**src/rtl/sd_cmd_pkg.sv**
```systemverilog
package sd_cmd_pkg;
  localparam int IDX_W      = 6;
  localparam int ARG_W      = 32;
  localparam int CRC_W      = 7;
  localparam int CMD_W      = 11;
  localparam int HDR_BITS   = 40;   // bits covered by the frame CRC
  localparam int FRAME_BITS = 48;
  localparam int SHORT_BITS = 48;
  localparam int LONG_BITS  = 136;
  localparam int WORD_W     = 128;

  // command word bit positions (decoded by host software)
  localparam int B_NEED = 6;
  localparam int B_LONG = 7;
  localparam int B_APP  = 8;
  localparam int B_EN   = 9;
  localparam int B_RST  = 10;

  typedef enum logic [1:0] {RX_IDLE, RX_WAIT, RX_RECV} rx_state_t;

  // one serial step of CRC7, generator x^7 + x^3 + 1
  function automatic logic [CRC_W-1:0] crc7_step(input logic [CRC_W-1:0] c,
                                                 input logic b);
    logic fb;
    fb = b ^ c[CRC_W-1];
    return {c[CRC_W-2:0], 1'b0} ^ (fb ? 7'h09 : 7'h00);
  endfunction
endpackage

```
**src/rtl/sd_cmd_tx.sv**
```systemverilog
module sd_cmd_tx
  import sd_cmd_pkg::*;
(
  input  logic             clk,
  input  logic             rst,
  input  logic             clr,
  input  logic             stb,
  input  logic             start,
  input  logic [IDX_W-1:0] idx,
  input  logic [ARG_W-1:0] arg,
  output logic             line_out,
  output logic             line_oe,
  output logic             done
);
  localparam int CNT_W = $clog2(FRAME_BITS + 1);

  logic [HDR_BITS-1:0] shreg;
  logic [CRC_W-1:0]    crc;
  logic [CNT_W-1:0]    cnt;
  logic                active;

  always_ff @(posedge clk) begin
    if (rst || clr) begin
      active   <= 1'b0;
      line_oe  <= 1'b0;
      line_out <= 1'b1;
      done     <= 1'b0;
      cnt      <= '0;
      crc      <= '0;
      shreg    <= '0;
    end else begin
      done <= 1'b0;
      if (start && !active) begin
        active <= 1'b1;
        shreg  <= {2'b01, idx, arg};
        cnt    <= '0;
        crc    <= '0;
      end else if (active && stb) begin
        cnt <= cnt + 1'b1;
        if (cnt < CNT_W'(HDR_BITS)) begin
          line_oe  <= 1'b1;
          line_out <= shreg[HDR_BITS-1];
          shreg    <= {shreg[HDR_BITS-2:0], 1'b0};
          crc      <= crc7_step(crc, shreg[HDR_BITS-1]);
        end else if (cnt < CNT_W'(FRAME_BITS - 1)) begin
          line_out <= crc[CRC_W-1];
          crc      <= {crc[CRC_W-2:0], 1'b0};
        end else if (cnt == CNT_W'(FRAME_BITS - 1)) begin
          line_out <= 1'b1;
        end else begin
          line_oe  <= 1'b0;
          line_out <= 1'b1;
          active   <= 1'b0;
          done     <= 1'b1;
        end
      end
    end
  end


  idle_high_chk: assert property (@(posedge clk) disable iff (rst)
    !line_oe |-> line_out);


  start_bit_chk: assert property (@(posedge clk) disable iff (rst)
    $rose(line_oe) |-> !line_out);
endmodule

```
**src/rtl/sd_cmd_rx.sv**
```systemverilog
module sd_cmd_rx
  import sd_cmd_pkg::*;
#(
  parameter int TO_CLKS = 64
) (
  input  logic              clk,
  input  logic              rst,
  input  logic              clr,
  input  logic              stb,
  input  logic              start,
  input  logic              long_rsp,
  input  logic              line_in,
  output logic              busy,
  output logic              rsp_ok,
  output logic              rsp_bad,
  output logic              rsp_to,
  output logic [WORD_W-1:0] rsp_word,
  output logic [IDX_W-1:0]  rsp_idx
);
  localparam int TO_W  = $clog2(TO_CLKS + 1);
  localparam int BC_W  = $clog2(LONG_BITS);
  localparam int SH_W  = LONG_BITS - 2;   // bits kept behind the incoming one

  rx_state_t         state;
  logic [TO_W-1:0]   to_cnt;
  logic [BC_W-1:0]   bcnt;
  logic [SH_W-1:0]   shreg;
  logic [CRC_W-1:0]  crc;
  logic              long_q;
  logic [SH_W:0]     nxt;
  logic              last_bit;
  logic              short_good;
  logic              long_good;

  assign nxt      = {shreg, line_in};
  assign last_bit = (bcnt == (long_q ? BC_W'(LONG_BITS - 2) : BC_W'(SHORT_BITS - 2)));
  assign short_good = (crc == nxt[CRC_W:1]) && nxt[0] && !nxt[SHORT_BITS-2];
  assign long_good  = nxt[0] && !nxt[LONG_BITS-2];
  assign busy     = (state != RX_IDLE);

  always_ff @(posedge clk) begin
    if (rst || clr) begin
      state    <= RX_IDLE;
      to_cnt   <= '0;
      bcnt     <= '0;
      shreg    <= '0;
      crc      <= '0;
      long_q   <= 1'b0;
      rsp_ok   <= 1'b0;
      rsp_bad  <= 1'b0;
      rsp_to   <= 1'b0;
      rsp_word <= '0;
      rsp_idx  <= '0;
    end else begin
      rsp_ok  <= 1'b0;
      rsp_bad <= 1'b0;
      rsp_to  <= 1'b0;
      case (state)
        RX_IDLE: begin
          if (start) begin
            state  <= RX_WAIT;
            to_cnt <= '0;
            long_q <= long_rsp;
          end
        end
        RX_WAIT: begin
          if (stb) begin
            if (!line_in) begin
              state <= RX_RECV;
              bcnt  <= '0;
              crc   <= '0;
            end else if (to_cnt == TO_W'(TO_CLKS - 1)) begin
              state  <= RX_IDLE;
              rsp_to <= 1'b1;
            end else begin
              to_cnt <= to_cnt + 1'b1;
            end
          end
        end
        RX_RECV: begin
          if (stb) begin
            shreg <= nxt[SH_W-1:0];
            bcnt  <= bcnt + 1'b1;
            if (bcnt < BC_W'(HDR_BITS - 1))
              crc <= crc7_step(crc, line_in);
            if (last_bit) begin
              state <= RX_IDLE;
              if (long_q) begin
                rsp_word <= {nxt[WORD_W-1:1], 1'b0};
                rsp_idx  <= nxt[WORD_W+IDX_W-1:WORD_W];
                rsp_ok   <= long_good;
                rsp_bad  <= !long_good;
              end else begin
                rsp_word <= {{(WORD_W-ARG_W){1'b0}}, nxt[ARG_W+CRC_W:CRC_W+1]};
                rsp_idx  <= nxt[ARG_W+CRC_W+IDX_W:ARG_W+CRC_W+1];
                rsp_ok   <= short_good;
                rsp_bad  <= !short_good;
              end
            end
          end
        end
        default: state <= RX_IDLE;
      endcase
    end
  end


  one_outcome_chk: assert property (@(posedge clk) disable iff (rst)
    $onehot0({rsp_ok, rsp_bad, rsp_to}));


  timeout_line_chk: assert property (@(posedge clk) disable iff (rst)
    rsp_to |-> ($past(line_in) && $past(stb)));
endmodule

```
**src/rtl/sd_cmd_unit.sv**
```systemverilog
module sd_cmd_unit
  import sd_cmd_pkg::*;
#(
  parameter int TO_CLKS    = 64,
  parameter int RST_CYCLES = 8
) (
  input  logic              clk,
  input  logic              rst,
  input  logic              sd_clk_en,
  input  logic              cmd_wr,
  input  logic [CMD_W-1:0]  cmd_wdata,
  input  logic              arg_wr,
  input  logic [ARG_W-1:0]  arg_wdata,
  output logic [CMD_W-1:0]  cmd_rdata,
  output logic [ARG_W-1:0]  resp0,
  output logic [ARG_W-1:0]  resp1,
  output logic [ARG_W-1:0]  resp2,
  output logic [ARG_W-1:0]  resp3,
  output logic [IDX_W:0]    resp_cmd,
  output logic              st_sent,
  output logic              st_rsp_ok,
  output logic              st_rsp_bad,
  output logic              st_rsp_timeout,
  output logic              cmd_out,
  output logic              cmd_oe,
  input  logic              cmd_in
);
  localparam int RC_W = $clog2(RST_CYCLES + 1);

  logic [IDX_W-1:0] idx_q;
  logic             need_q, long_q, app_q, en_q, rst_q;
  logic [RC_W-1:0]  rst_cnt;
  logic [ARG_W-1:0] arg_q;

  logic              tx_start, tx_done;
  logic              rx_start, rx_busy, rx_ok, rx_bad, rx_to;
  logic [WORD_W-1:0] rx_word;
  logic [IDX_W-1:0]  rx_idx;

  assign tx_start = cmd_wr && !cmd_wdata[B_RST] && cmd_wdata[B_EN] && !en_q && !rst_q;
  assign rx_start = tx_done && need_q && !rst_q;
  assign cmd_rdata = {rst_q, en_q, app_q, long_q, need_q, idx_q};

  sd_cmd_tx u_tx (
    .clk      (clk),
    .rst      (rst),
    .clr      (rst_q),
    .stb      (sd_clk_en),
    .start    (tx_start),
    .idx      (cmd_wdata[IDX_W-1:0]),
    .arg      (arg_q),
    .line_out (cmd_out),
    .line_oe  (cmd_oe),
    .done     (tx_done)
  );

  sd_cmd_rx #(.TO_CLKS(TO_CLKS)) u_rx (
    .clk      (clk),
    .rst      (rst),
    .clr      (rst_q),
    .stb      (sd_clk_en),
    .start    (rx_start),
    .long_rsp (long_q),
    .line_in  (cmd_in),
    .busy     (rx_busy),
    .rsp_ok   (rx_ok),
    .rsp_bad  (rx_bad),
    .rsp_to   (rx_to),
    .rsp_word (rx_word),
    .rsp_idx  (rx_idx)
  );

  always_ff @(posedge clk) begin
    if (rst) begin
      idx_q <= '0; need_q <= 1'b0; long_q <= 1'b0; app_q <= 1'b0;
      en_q  <= 1'b0; rst_q <= 1'b0; rst_cnt <= '0; arg_q <= '0;
      resp0 <= '0; resp1 <= '0; resp2 <= '0; resp3 <= '0; resp_cmd <= '0;
      st_sent <= 1'b0; st_rsp_ok <= 1'b0; st_rsp_bad <= 1'b0; st_rsp_timeout <= 1'b0;
    end else begin
      st_sent        <= 1'b0;
      st_rsp_ok      <= 1'b0;
      st_rsp_bad     <= 1'b0;
      st_rsp_timeout <= 1'b0;
      if (rst_q) begin
        rst_cnt <= rst_cnt + 1'b1;
        if (rst_cnt == RC_W'(RST_CYCLES - 1)) rst_q <= 1'b0;
      end else if (cmd_wr && cmd_wdata[B_RST]) begin
        rst_q <= 1'b1; rst_cnt <= '0;
        idx_q <= '0; need_q <= 1'b0; long_q <= 1'b0; app_q <= 1'b0;
        en_q  <= 1'b0; arg_q <= '0;
        resp0 <= '0; resp1 <= '0; resp2 <= '0; resp3 <= '0; resp_cmd <= '0;
      end else begin
        if (cmd_wr && !en_q) begin
          idx_q  <= cmd_wdata[IDX_W-1:0];
          need_q <= cmd_wdata[B_NEED];
          long_q <= cmd_wdata[B_LONG];
          app_q  <= cmd_wdata[B_APP];
          en_q   <= cmd_wdata[B_EN];
        end
        if (arg_wr) arg_q <= arg_wdata;
        if (tx_done && !need_q) begin
          st_sent <= 1'b1;
          en_q    <= 1'b0;
        end
        if (rx_ok || rx_bad || rx_to) begin
          st_rsp_ok      <= rx_ok;
          st_rsp_bad     <= rx_bad;
          st_rsp_timeout <= rx_to;
          en_q           <= 1'b0;
        end
        if (rx_ok || rx_bad) begin
          resp0    <= rx_word[ARG_W-1:0];
          resp_cmd <= {app_q, rx_idx};
          if (long_q) begin
            resp1 <= rx_word[2*ARG_W-1:ARG_W];
            resp2 <= rx_word[3*ARG_W-1:2*ARG_W];
            resp3 <= rx_word[4*ARG_W-1:3*ARG_W];
          end
        end
      end
    end
  end


  one_status_chk: assert property (@(posedge clk) disable iff (rst)
    $onehot0({st_sent, st_rsp_ok, st_rsp_bad, st_rsp_timeout}));


  released_chk: assert property (@(posedge clk) disable iff (rst)
    rx_busy |-> !cmd_oe);


  rst_bit_chk: assert property (@(posedge clk) disable iff (rst)
    (cmd_wr && cmd_wdata[B_RST]) |=> cmd_rdata[B_RST]);


  en_fall_chk: assert property (@(posedge clk) disable iff (rst)
    $fell(cmd_rdata[B_EN]) |->
      (st_sent || st_rsp_ok || st_rsp_bad || st_rsp_timeout || cmd_rdata[B_RST]));


  busy_ignore_chk: assert property (@(posedge clk) disable iff (rst)
    (cmd_wr && cmd_rdata[B_EN] && !cmd_wdata[B_RST]) |=> $stable(cmd_rdata[IDX_W-1:0]));
endmodule

```
**config.mk**
```make
export PLATFORM = sky130hd
export DESIGN_NAME = sd_cmd_unit
export DESIGN_NICKNAME = d
export VERILOG_FILES = /design/src/rtl/sd_cmd_pkg.sv /design/src/rtl/sd_cmd_tx.sv /design/src/rtl/sd_cmd_rx.sv /design/src/rtl/sd_cmd_unit.sv
export SDC_FILE = /design/constraint.sdc
export NUM_CORES = 1
export LEC_CHECK = 0
export BUFFER_PORTS_ARGS = -buffer_cell sky130_fd_sc_hd__buf_2
export CORE_MARGIN = 2
export CORE_UTILIZATION = 55
export CTS_BUF_LIST = sky130_fd_sc_hd__clkbuf_4
export CTS_CLUSTER_DIAMETER = 40
export DETAILED_ROUTE_END_ITERATION = 7
export PLACE_DENSITY = 0.75
export SETUP_SLACK_MARGIN = 0.15
export SYNTH_ARGS = -nofsm -noshare
export SYNTH_HDL_FRONTEND = slang
export SYNTH_SLANG_ARGS = --single-unit
```
**constraint.sdc**
```tcl
create_clock -name clk -period 2.4 [get_ports clk]
set_input_delay 0.36 -clock clk [delete_from_list [all_inputs] [get_ports clk]]
set_output_delay 0.36 -clock clk [all_outputs]
set_load 0.01 [all_outputs]
```
==> metrics.md <==
| Metric | Value |
|---|---|
| Dpl hpwl | 26.0 mm |
| I/O pin cnt | 201 |
| Post-Syn Instances | 2039 |
| Top cell type's share of synthesized area | 56.4% |
| Total length of routed met2 wires | 21.5 mm |
| Area occupied by multi-input gates | 7640 sq um |
| Crit path capture type | register |
| Count of final setup violators | 0 |
| FP Rows | 68 |
| DRC viols | 0 |
| Number of flops mapped to enable cells by yosys | 0 |
| Clock Tree Root | clkbuf_4 |
| Final Cycle Share | 92.1% |
| Antenna Nets Post-Route | 0 |
| Clk buf depth | 3 |
| Routability Congestion | 0.806 |
| Async set-reset flop share out of synthesis | 0% |
| Cell taking the most area after synthesis | dfxtp_1 |
| Iteration-0 DRC Markers | 1065 |
| Vias post-DR | 15604 |
| Metal1 wirelength | 20.8 mm |
| Crit path kind | reg2reg |
| Number of max-cap violations | 0 |
| CTS tree | done |
| Die X | 190 um |
| Synth Flop Type | dfxtp_1 |
| Clock Pin Slew Worst Setup and Hold Paths | 70 ps |
| RSZ-0062 raised after global routing | true |
| CP top delay family | compound AO/OA/AOI/OAI gates |
| Clk_lat worst skew | 820 ps |
| Most common cell in the synthesized netlist | dfxtp_1 |
| TritonCTS buffer count | 139 |
| Status | complete, no violations |
| Worst path max stage delay | 500 ps |
| Crit path arrival time | 2930 ps |
| Setup crit start kind | register |
| Starting density of the core | 55.6% |
| Port buffer count | 200 |
| Nets | 2332 |
| Fmax | 0.452 GHz |
| Design area | 22600 sq um |
| Placed cell area | 20400 sq um |
| Post-synth net total | 2093 |
| Final wirelength | 45.8 mm |
| Final cell count without fillers | 2827 |
| Synth Cell Area | 19100 sq um |
| Top cells by area, synth | dfxtp_1, a22oi_1, nand2_1 |
| Clock skew | 58.5 ps |
| Initial antenna violation count | 1 |
| Final setup TNS | 0 ps |
| Worst Path Required | 3120 ps |
| Max Used Layer | met4 |
| Critical Path Slowest Stage Cell | a211oi_4 |
| Yosys cell types | 51 |
| Final slew viol count | 0 |
| DIE HEIGHT | 190 um |
| Pre-antenna DRT Iters | 5 |
| Area grow syn2layout | 18.1% |
| CORE AREA | 34400 sq um |
| Num Clock Sinks | 539 |
| Min cycle time layout | 2210 ps |
| First-pass GRT wire length | 73.2 mm |
| # H-tree levels | 4 |
| Dpl cells | 2544 |
| Gr usage total | 24.5% |
| Worst-Margin Slew | 1080 ps |
| Vias in the first global route | 14856 |
| Worst min path class | in2reg |
| Hold Fails Final Rpt | 0 |
| CP Buf/Inv Count | 2 |
| Mapped Avg Cell Area | 9.38 sq um |
| Pleak | 0.00876 uW |
| Seq. cell area | 10800 sq um |
| Sequential share of the synthesized area | 56.4% |
| Hold Slack | 112 ps |
| Synth cell count leaders | dfxtp_1, nand2_1, nor2_1 |
| Average wire per standard cell | 16.2 um |
| Pwr dens | 765 nW/um^2 |
| Critical path peak fanout | 48 |
| CP cell instances | nand4bb_1 > a211oi_4 > buf_4 > and3_4 > buf_16 > a22o_1 |
| Slew Limit Headroom | 27.7% |
| Synthesized flop and latch total | 539 |
| Routed vias/inst | 5.52 |
| Largest net degree at the start of global routing | 199 |
| Max rail drop VDD | 0.461 mV |
| Synth warn | 0 |
| Die area | 36300 sq um |
| Fill cells | 2760 |
| Fraction of layout cells with a size suffix above 1 | 19.4% |
| WL met3 | 2.69 mm |
| Grt ovf | 0 |
sequential cells by signal, summed over array words and instances, names as in the netlist, 7 cells and up:
signal	count
resp_cmd	7
u_rx.to_cnt	7
u_rx.bcnt	8
resp3	32
resp1	32
u_tx.shreg	40
u_rx.crc	7
u_rx.rsp_word	128
u_rx.shreg	134
u_tx.crc	7
resp2	32
arg_q	32
resp0	32
cell families after synthesis:
group	synth area share (%)
and+or+nand+nor	13.1
AOI/OAI and AO/OA	20.9
DFF	56.4
adders and majority gates	0.327
xor gates and xnor gates	0.778
muxes	4.47
buffers and inverters	4.00
per-layer routing:
layer	vias to the layer above	GRT usage, %
met5	-	0
li1	7723	-
met2	440	39.9
met3	60	6.07
met4	0	8.77
met1	7381	31.7
metrics by stage:
stage	setup WS, ps	total power, uW	utilization, %
detailed placement	106	9810	59.2
global placement	156	9790	59.2
global route	150	18000	65.7
finish	190	17300	65.7
CTS	167	17500	65.6
floorplan	448	9630	-
final timing paths:
kind,depth (start not counted),start,endpoint,slack (ps)
hold / removal,4,sd_clk_en,u_rx.rsp_to,110
setup reg to reg,6,u_rx.bcnt[5],u_rx.rsp_word[39],190
hold reg to reg,2,u_rx.shreg[90],u_rx.shreg[91],420
setup / recovery,6,u_rx.bcnt[5],u_rx.rsp_word[39],190
placed cells by master, fill, tap and decap left out, types with 6 or more instances in the layout:
cell type and count:
inv_1 9, inv_2 6, nand4_1 10, clkbuf_4 193, nor2_1 240, a22o_1 97
xnor2_1 11, buf_12 10, dlygate4sd3_1 46, and3_1 7, dfxtp_1 538, nor3_1 7
nand3_1 14, clkinv_1 23, xor2_1 6, a211oi_1 43, mux2i_1 82, buf_4 17
o21ai_0 48, buf_2 199, a21oi_1 199, nand2_1 298, a22oi_1 176
report_power, final:
part / internal, uW / switching (uW) / leakage [uW]
registers: 9010 / 45.0 / 0.00435
clock network: 4030 / 3560 / 0.00101
logic: 208 / 419 / 0.00340
total: 13300 / 4020 / 0.00876
worst min-delay path: stages:
cell and delay, ps:
buf_2 110, buf_4 150, nand3_1 130, nor3_1 90
area by class of cell:
cell class	instances	area share, %
Sequential cell	539	47.8
Multi-Input combinational cell	1314	33.8
Timing Repair Buffer	275	8.18
Clock buffer	193	6.42
Tap cell	455	2.52
Clock inverter	41	1.12
Inverter	9	0.150
Antenna cell	1	0.0111
timing repair:
action,4_1_cts,5_1_grt
resized for setup,3,3
gates cloned,1,1
hold buffers,46,0
setup endpoints to repair,29,184
endpoints found under the hold margin,56,0
pin swaps,2,2
setup buffers,0,0
No activity file was read; power rests on OpenSTA's default activity.
